**src/rtl/dma4_pkg.sv**
```systemverilog
package dma4_pkg;
  localparam int unsigned NCH = 4;
  localparam int unsigned CHW = $clog2(NCH);
  localparam int unsigned AW  = 32;
  localparam int unsigned DW  = 32;
  localparam int unsigned CW  = 16;
  localparam int unsigned MW  = 8;
  localparam int unsigned VW  = 5;

  localparam logic [VW-1:0] IRQ_BASE = 5'd14;
  localparam logic [2:0]    IRQ_LVL  = 3'd7;
  localparam logic [AW-1:0] CLR_BASE = 32'h0000_007C;

  localparam logic [1:0] SZ_B    = 2'd0;
  localparam logic [1:0] SZ_W    = 2'd1;
  localparam logic [1:0] SZ_L    = 2'd2;
  localparam logic [1:0] SZ_NONE = 2'd3;

  typedef enum logic [2:0] {K_NONE, K_SRC, K_DST, K_CNT, K_MODE} reg_kind_e;

  typedef struct packed {
    reg_kind_e        kind;
    logic [CHW-1:0]   ch;
    logic [DW-1:0]    data;
  } reg_wr_t;

  typedef enum logic [2:0] {ST_IDLE, ST_RD, ST_WR, ST_UPD, ST_CLR} seq_st_e;

  // blk = offset[7:4], lo = offset[1:0]
  function automatic reg_kind_e reg_decode(input logic [3:0] blk, input logic [1:0] lo,
                                           input logic [1:0] sz);
    reg_kind_e k;
    k = K_NONE;
    case (blk)
      4'h0: if (lo == 2'd0 && sz == SZ_L) k = K_SRC;
      4'h1: if (lo == 2'd0 && sz == SZ_L) k = K_DST;
      4'h2: begin
        if (lo == 2'd0 && sz == SZ_W) k = K_CNT;
        else if (lo == 2'd2 && sz == SZ_B) k = K_MODE;
      end
      default: k = K_NONE;
    endcase
    return k;
  endfunction
endpackage

```
**src/rtl/dma4_regs.sv**
```systemverilog
module dma4_regs
  import dma4_pkg::*;
#(
  parameter int unsigned N = NCH
) (
  input  logic           clk_i,
  input  logic           rst_ni,
  input  logic           cfg_we_i,
  input  logic [7:0]     cfg_addr_i,
  input  logic [1:0]     cfg_size_i,
  input  logic [DW-1:0]  cfg_wdata_i,
  output logic [DW-1:0]  cfg_rdata_o,
  input  logic           busy_i,
  input  logic [CHW-1:0] busy_ch_i,
  input  logic           upd_i,
  input  logic [CHW-1:0] upd_ch_i,
  input  logic [AW-1:0]  upd_src_i,
  input  logic [AW-1:0]  upd_dst_i,
  input  logic [CW-1:0]  upd_cnt_i,
  output logic [AW-1:0]  src_o  [N],
  output logic [AW-1:0]  dst_o  [N],
  output logic [CW-1:0]  cnt_o  [N],
  output logic [MW-1:0]  mode_o [N]
);
  reg_wr_t   wr, buf_q;
  logic      wr_v, hold, buf_v;
  reg_kind_e rk;
  logic [CHW-1:0] rch;

  assign wr.kind = reg_decode(cfg_addr_i[7:4], cfg_addr_i[1:0], cfg_size_i);
  assign wr.ch   = cfg_addr_i[2 +: CHW];
  assign wr.data = cfg_wdata_i;
  assign wr_v    = cfg_we_i && (wr.kind != K_NONE);
  // write to the channel in flight waits for its update cycle
  assign hold    = wr_v && busy_i && (busy_ch_i == wr.ch) && !upd_i;

  always_ff @(posedge clk_i or negedge rst_ni) begin
    if (!rst_ni) begin
      buf_v <= 1'b0;
      buf_q <= '0;
    end else if (hold) begin
      buf_v <= 1'b1;
      buf_q <= wr;
    end else if (upd_i) begin
      buf_v <= 1'b0;
    end
  end

  for (genvar c = 0; c < N; c++) begin : g_ch
    logic [AW-1:0] s_q, d_q;
    logic [CW-1:0] n_q;
    logic [MW-1:0] m_q;

    always_ff @(posedge clk_i or negedge rst_ni) begin
      if (!rst_ni) begin
        s_q <= '0;
        d_q <= '0;
        n_q <= '0;
        m_q <= '0;
      end else begin
        if (upd_i && upd_ch_i == CHW'(c)) begin
          s_q <= upd_src_i;
          d_q <= upd_dst_i;
          n_q <= upd_cnt_i;
        end
        if (upd_i && buf_v && buf_q.ch == CHW'(c)) begin
          case (buf_q.kind)
            K_SRC:   s_q <= buf_q.data;
            K_DST:   d_q <= buf_q.data;
            K_CNT:   n_q <= buf_q.data[CW-1:0];
            K_MODE:  m_q <= buf_q.data[MW-1:0];
            default: ;
          endcase
        end
        if (wr_v && !hold && wr.ch == CHW'(c)) begin
          case (wr.kind)
            K_SRC:   s_q <= wr.data;
            K_DST:   d_q <= wr.data;
            K_CNT:   n_q <= wr.data[CW-1:0];
            K_MODE:  m_q <= wr.data[MW-1:0];
            default: ;
          endcase
        end
      end
    end

    assign src_o[c]  = s_q;
    assign dst_o[c]  = d_q;
    assign cnt_o[c]  = n_q;
    assign mode_o[c] = m_q;
  end

  assign rk  = reg_decode(cfg_addr_i[7:4], cfg_addr_i[1:0], cfg_size_i);
  assign rch = cfg_addr_i[2 +: CHW];

  always_comb begin
    case (rk)
      K_SRC:   cfg_rdata_o = src_o[rch];
      K_DST:   cfg_rdata_o = dst_o[rch];
      K_CNT:   cfg_rdata_o = DW'(cnt_o[rch]);
      K_MODE:  cfg_rdata_o = DW'(mode_o[rch]);
      default: cfg_rdata_o = '0;
    endcase
  end
endmodule

```
**src/rtl/dma4_arb.sv**
```systemverilog
module dma4_arb
  import dma4_pkg::*;
#(
  parameter int unsigned N = NCH
) (
  input  logic           clk_i,
  input  logic           rst_ni,
  input  logic [N-1:0]   trig_i,
  input  logic           take_i,
  output logic           pend_any_o,
  output logic [CHW-1:0] sel_o
);
  logic [N-1:0] pend_q, clr;

  always_comb begin
    sel_o = '0;
    for (int i = int'(N) - 1; i >= 0; i--) begin
      if (pend_q[i]) sel_o = CHW'(i);
    end
  end

  assign pend_any_o = |pend_q;
  assign clr = take_i ? ({{(N-1){1'b0}}, 1'b1} << sel_o) : '0;

  always_ff @(posedge clk_i or negedge rst_ni) begin
    if (!rst_ni) pend_q <= '0;
    else         pend_q <= (pend_q & ~clr) | trig_i;
  end
endmodule

```
**src/rtl/dma4_seq.sv**
```systemverilog
module dma4_seq
  import dma4_pkg::*;
(
  input  logic           clk_i,
  input  logic           rst_ni,
  input  logic           pend_any_i,
  input  logic [CHW-1:0] sel_i,
  input  logic [AW-1:0]  src_i,
  input  logic [AW-1:0]  dst_i,
  input  logic [CW-1:0]  cnt_i,
  input  logic [4:0]     mode_i,
  output logic           take_o,
  output logic           busy_o,
  output logic [CHW-1:0] busy_ch_o,
  output logic           upd_o,
  output logic [CHW-1:0] upd_ch_o,
  output logic [AW-1:0]  upd_src_o,
  output logic [AW-1:0]  upd_dst_o,
  output logic [CW-1:0]  upd_cnt_o,
  output logic           mem_req_o,
  output logic           mem_we_o,
  output logic [1:0]     mem_size_o,
  output logic [AW-1:0]  mem_addr_o,
  output logic [DW-1:0]  mem_wdata_o,
  input  logic [DW-1:0]  mem_rdata_i,
  input  logic           mem_ready_i,
  output logic           irq_o,
  output logic [VW-1:0]  irq_vec_o,
  output logic [2:0]     irq_lvl_o
);
  seq_st_e        st_q;
  logic [CHW-1:0] ch_q;
  logic [AW-1:0]  src_q, dst_q, step;
  logic [CW-1:0]  cnt_q, cnt_nx;
  logic [2:0]     md_q;
  logic [1:0]     sz_q;
  logic [DW-1:0]  dat_q;
  logic           start, needs_bus, done;

  assign take_o    = (st_q == ST_IDLE) && pend_any_i;
  assign start     = take_o && (cnt_i != '0);
  assign needs_bus = (mode_i[4:2] <= 3'd4) && (mode_i[1:0] != SZ_NONE);
  assign done      = mem_req_o && mem_ready_i;
  assign step      = (sz_q == SZ_NONE) ? '0 : (AW'(1) << sz_q);
  assign cnt_nx    = cnt_q - CW'(1);

  assign busy_o    = start || (st_q == ST_RD) || (st_q == ST_WR) || (st_q == ST_UPD);
  assign busy_ch_o = (st_q == ST_IDLE) ? sel_i : ch_q;

  assign upd_o     = (st_q == ST_UPD);
  assign upd_ch_o  = ch_q;
  assign upd_cnt_o = cnt_nx;

  always_comb begin
    upd_src_o = src_q;
    upd_dst_o = dst_q;
    case (md_q)
      3'd0:    upd_dst_o = dst_q + step;
      3'd1:    upd_dst_o = dst_q - step;
      3'd2:    upd_src_o = src_q + step;
      3'd3:    upd_src_o = src_q - step;
      3'd5:    upd_src_o = src_q + AW'(1);
      default: ;
    endcase
  end

  always_comb begin
    mem_req_o   = 1'b0;
    mem_we_o    = 1'b0;
    mem_size_o  = sz_q;
    mem_addr_o  = src_q;
    mem_wdata_o = dat_q;
    case (st_q)
      ST_RD: mem_req_o = 1'b1;
      ST_WR: begin
        mem_req_o  = 1'b1;
        mem_we_o   = 1'b1;
        mem_addr_o = dst_q;
      end
      ST_CLR: begin
        mem_req_o   = 1'b1;
        mem_we_o    = 1'b1;
        mem_size_o  = SZ_B;
        mem_addr_o  = CLR_BASE + AW'(ch_q);
        mem_wdata_o = '0;
      end
      default: ;
    endcase
  end

  assign irq_o     = (st_q == ST_UPD) && (cnt_nx == '0);
  assign irq_vec_o = IRQ_BASE + VW'(ch_q);
  assign irq_lvl_o = IRQ_LVL;

  always_ff @(posedge clk_i or negedge rst_ni) begin
    if (!rst_ni) begin
      st_q  <= ST_IDLE;
      ch_q  <= '0;
      src_q <= '0;
      dst_q <= '0;
      cnt_q <= '0;
      md_q  <= '0;
      sz_q  <= '0;
      dat_q <= '0;
    end else begin
      case (st_q)
        ST_IDLE: if (start) begin
          ch_q  <= sel_i;
          src_q <= src_i;
          dst_q <= dst_i;
          cnt_q <= cnt_i;
          md_q  <= mode_i[4:2];
          sz_q  <= mode_i[1:0];
          st_q  <= needs_bus ? ST_RD : ST_UPD;
        end
        ST_RD: if (done) begin
          dat_q <= mem_rdata_i;
          st_q  <= ST_WR;
        end
        ST_WR:   if (done) st_q <= ST_UPD;
        ST_UPD:  st_q <= (cnt_nx == '0) ? ST_CLR : ST_IDLE;
        ST_CLR:  if (done) st_q <= ST_IDLE;
        default: st_q <= ST_IDLE;
      endcase
    end
  end
endmodule

```
**src/rtl/dma4_engine.sv**
```systemverilog
module dma4_engine
  import dma4_pkg::*;
(
  input  logic              clk_i,
  input  logic              rst_ni,
  input  logic              cfg_we_i,
  input  logic [7:0]        cfg_addr_i,
  input  logic [1:0]        cfg_size_i,
  input  logic [DW-1:0]     cfg_wdata_i,
  output logic [DW-1:0]     cfg_rdata_o,
  input  logic [NCH-1:0]    trig_i,
  output logic              mem_req_o,
  output logic              mem_we_o,
  output logic [1:0]        mem_size_o,
  output logic [AW-1:0]     mem_addr_o,
  output logic [DW-1:0]     mem_wdata_o,
  input  logic [DW-1:0]     mem_rdata_i,
  input  logic              mem_ready_i,
  output logic              irq_o,
  output logic [VW-1:0]     irq_vec_o,
  output logic [2:0]        irq_lvl_o
);
  logic [AW-1:0]  src_w  [NCH];
  logic [AW-1:0]  dst_w  [NCH];
  logic [CW-1:0]  cnt_w  [NCH];
  logic [MW-1:0]  mode_w [NCH];
  logic           pend_any, take, busy, upd;
  logic [CHW-1:0] sel, busy_ch, upd_ch;
  logic [AW-1:0]  upd_src, upd_dst;
  logic [CW-1:0]  upd_cnt;
  logic [MW-1:0]  sel_mode;

  assign sel_mode = mode_w[sel];

  dma4_regs #(.N(NCH)) u_regs (
    .clk_i, .rst_ni,
    .cfg_we_i, .cfg_addr_i, .cfg_size_i, .cfg_wdata_i, .cfg_rdata_o,
    .busy_i(busy), .busy_ch_i(busy_ch),
    .upd_i(upd), .upd_ch_i(upd_ch), .upd_src_i(upd_src), .upd_dst_i(upd_dst),
    .upd_cnt_i(upd_cnt),
    .src_o(src_w), .dst_o(dst_w), .cnt_o(cnt_w), .mode_o(mode_w)
  );

  dma4_arb #(.N(NCH)) u_arb (
    .clk_i, .rst_ni, .trig_i, .take_i(take), .pend_any_o(pend_any), .sel_o(sel)
  );

  dma4_seq u_seq (
    .clk_i, .rst_ni,
    .pend_any_i(pend_any), .sel_i(sel),
    .src_i(src_w[sel]), .dst_i(dst_w[sel]), .cnt_i(cnt_w[sel]), .mode_i(sel_mode[4:0]),
    .take_o(take), .busy_o(busy), .busy_ch_o(busy_ch),
    .upd_o(upd), .upd_ch_o(upd_ch), .upd_src_o(upd_src), .upd_dst_o(upd_dst),
    .upd_cnt_o(upd_cnt),
    .mem_req_o, .mem_we_o, .mem_size_o, .mem_addr_o, .mem_wdata_o,
    .mem_rdata_i, .mem_ready_i,
    .irq_o, .irq_vec_o, .irq_lvl_o
  );
endmodule

```
**config.mk**
```make
export PLATFORM = sky130hd
export DESIGN_NAME = dma4_engine
export DESIGN_NICKNAME = d
export VERILOG_FILES = /design/src/rtl/dma4_pkg.sv /design/src/rtl/dma4_regs.sv /design/src/rtl/dma4_arb.sv /design/src/rtl/dma4_seq.sv /design/src/rtl/dma4_engine.sv
export SDC_FILE = /design/constraint.sdc
export NUM_CORES = 2
export LEC_CHECK = 0
export BUFFER_PORTS_ARGS = -buffer_cell sky130_fd_sc_hd__buf_2
export CORE_AREA = 2 2 255 257
export CTS_BUF_LIST = sky130_fd_sc_hd__clkbuf_4 sky130_fd_sc_hd__clkbuf_8 sky130_fd_sc_hd__clkbuf_16
export DETAILED_ROUTE_END_ITERATION = 10
export DIE_AREA = 0 0 257 259
export HOLD_SLACK_MARGIN = 0.05
export PLACE_DENSITY_LB_ADDON = 0.05
export SLEW_MARGIN = 20
export SYNTH_ARGS = -nofsm -noshare
export SYNTH_HDL_FRONTEND = slang
export SYNTH_SLANG_ARGS = --single-unit
export TNS_END_PERCENT = 1
```
**constraint.sdc**
```tcl
create_clock -name clk_i -period 5.5 [get_ports clk_i]
set_input_delay 1.375 -clock clk_i [delete_from_list [all_inputs] [get_ports clk_i]]
set_output_delay 1.375 -clock clk_i [all_outputs]
set_load 0.01 [all_outputs]
```
==> run metrics <==
status=complete, no violations; setup TNS=0 ns; Final period util=0.9660; Pint=about 13000 uW; Gate power share=0.527; Hold WS=0.4939 ns; Vias=around 38000; final RePlAce weighted congestion=1.016; die area=around 67000 sq um; unrepaired setup endpoints after global routing=false; Clock Power Share=0.174; TritonCTS clock tree=done; Synth top area share=0.3466; Routed Antenna Nets=0; CP max-delay cell=nor4_1; area of the core=63880 sq um; drt pass-1 iters=8; slowest stage delay, CP=0.74 ns; Fin Clk Skew=~0.036 ns; slew margin rel.=0.1394; Vias/cell=between 7 and 8; H-tree Lvls=2; GRT Util Overall=0.4495; # port buffers=~190; f_max=approximately 190 MHz; worst hold start=u_seq.dat_q[24]; Crit Path Max Fanout=6; fin crit period=5.313 ns; Worst Max-Slew Pin Slew=roughly 1.3 ns; clk slew on worst S/H paths=0.07 ns; Die Span X=between 200 and 300 um; first-pass GRT wire length=226100 um; worst endpoint data arrival time=just under 4 ns; post-cts sizing count=0; initial DRC count=~6000; YS warnings=0; area leader, netlist=dfrtp_1; final hold violations=0; NetSw=between 10000 and 15000 uW; Mapped Area=37260 sq um; row count=93; total grt overflow=0; post-place setup slack=between 0.5 and 0.6 ns; final wirelength=153200 um; CTS Hold Bufs=0; number of library cell types mapped by synthesis=88; Hold Crit Class=reg2reg; Worst setup SP type=flip-flop; max-slew violations=0; Final WS setup=0.1869 ns; worst reg-to-reg path cell count=14; drc violations=0; Flop pwr share=0.299; antenna violations before repair=5; CP Data Required Time=about 4.1 ns; Crit. End Element=output pin; flops & latches, synth=between 500 and 600; Syn Inst Count=between 4000 and 5000; clk_lat worst skew=roughly 0.67 ns; average wire per standard cell=28.59 um; Max Cap Viol=0; total CTS buffers=between 50 and 60; Initial Utilization=0.5833; flop-to-flop setup slack=0.71 ns; fraction of registers with async set/reset=1.000; P&R area growth vs syn=10.09%; nets=between 4000 and 5000; Syn Area/Cell=8.240 sq um; sw frac=0.4585; pin count of the biggest net entering global routing=around 120; critical-path cell list=or4_1 > nor4_1 > nand2_1 > xor2_1 > and4_1 > buf_2; CTS max path bufs=3; P_leak=~0.017 uW; num ports=191; Die Ht=259 um; Seq/Total Area, Yosys=0.3466; worst vdd ir=0.2988 mV; vias in the first global route=between 30000 and 40000; r2r startpoint=u_seq.md_q[1]; total power=between 20000 and 25000 uW; final core occ=0.6421; worst setup path class=reg2out; hold endpoint=u_seq.dat_q[24]; number of synthesized flops with an enable pin=0; pwr dens=581.4 nW/um^2; worst r2r dst=u_regs.g_ch[2].d_q[29]; synth cell count leaders=nor2_1, nand2_1, dfrtp_1; top_reg_cell synth=dfrtp_1; leading post-synthesis cells by cell area=dfrtp_1, a21oi_1, nor2_1, mux4_2, nand2_1; root buf cell=clkbuf_16; Final setup violation count=0; layout cells sized above 1=0.1522; number of setup buffers added after CTS=0; dpl hpwl=102300 um; count leader, synth=nor2_1; clk sink count=a little over 500; hold path depth=1
[flip-flops by register name, indices dropped and copies added, names as in the netlist]
signal / count
u_seq.upd_ch_o: 2
u_regs.g_ch.n_q: 64
u_seq.sz_q: 2
u_regs.g_ch.d_q: 128
u_arb.pend_q: 4
u_regs.buf_v: 1
u_regs.g_ch.s_q: 128
u_seq.src_q: 32
u_seq.st_q: 3
u_seq.dst_q: 32
u_seq.cnt_q: 16
u_regs.g_ch.m_q: 32
u_regs.buf_q: 37
u_seq.dat_q: 32
u_seq.md_q: 3
[worst max-delay path by stage]
stage	endpoint	start	slack, ns	cells past startpoint
2_1_floorplan	cfg_rdata_o[10]	cfg_addr_i[2]	0.68	6
3_3_place_gp	cfg_rdata_o[21]	cfg_size_i[0]	0.64	7
3_5_place_dp	cfg_rdata_o[21]	cfg_size_i[0]	0.59	7
4_1_cts	irq_o	u_seq.cnt_q[2]	0.27	6
5_1_grt	irq_o	u_seq.cnt_q[2]	0.04	6
6_report	irq_o	u_seq.cnt_q[2]	0.19	6
[power by group through the flow]
stage          clock network (uW)  registers [uW]  logic [uW]
5_1_grt                      4310            7270       13500
4_1_cts                      4160            7000       12100
3_5_place_dp                    0            7070       12000
3_3_place_gp                    0            7050       11900
6_report                     4150            7130       12600
2_1_floorplan                   0            6250        8780
[cells in the final DEF (no fill, tap or decap), types with 36 or more instances in the layout]
cell type / instances
a31oi_1: 87
mux4_2: 90
a21oi_1: 494
nand2_1: 519
o211ai_1: 77
ha_1: 64
a311oi_1: 70
mux2_2: 72
mux2i_1: 73
and2_1: 114
nand3_1: 51
buf_2: 184
nor3_1: 73
clkbuf_16: 59
o21ai_0: 173
a22oi_1: 36
buf_4: 126
a211oi_1: 218
a21o_1: 111
a22o_1: 50
nor2_1: 640
inv_1: 39
dfrtp_1: 516
[layer usage]
metal,share of wire,routed length [um],vias to the layer above,global-route usage
met3,0.16,24850,511,0.1875
li1,-,-,16380,-
met5,0.00024,37,-,0
met2,0.42,63610,2826,0.6396
met4,0.043,6627,6,0.1699
met1,0.38,58050,18100,0.6098
[layout make-up]
class	count	area [sq um]
Sequential cell	516	12910
Multi-Input combinational cell	3509	22610
Timing Repair Buffer	331	2276
Tap cell	855	1070
Clock inverter	26	284.0
Fill cell	5643	22860
Antenna cell	1	2.502
Clock buffer	80	1715
Inverter	39	146.4
[through the flow]
stage,cell area [sq um],std cells
floorplan,37270,4524
global placement,38960,5248
detailed placement,38960,5248
CTS,40960,5354
global route,41020,5357
finish,41020,5357
[kinds of logic after synthesis]
| kind of cell | Yosys count | synth area share |
|---|---|---|
| xor+xnor | 39 | 0.009168 |
| flops | 516 | 0.3466 |
| simple gates | 1572 | 0.1833 |
| buf+inv | 499 | 0.05296 |
| other cells | 1 | 0.0001006 |
| fa+ha+maj | 66 | 0.02257 |
| mux | 268 | 0.1077 |
| compound gates | 1561 | 0.2776 |
[critical path: cells and delay by family, from the launching register on]
family                    cells  cell delay [ns]
DFF                           1             0.45
xor gates and xnor gates      1             0.49
buffers and inverters         1             0.23
and+or+nand+nor               4             2.10
No activity file was read; power rests on OpenSTA's default activity.
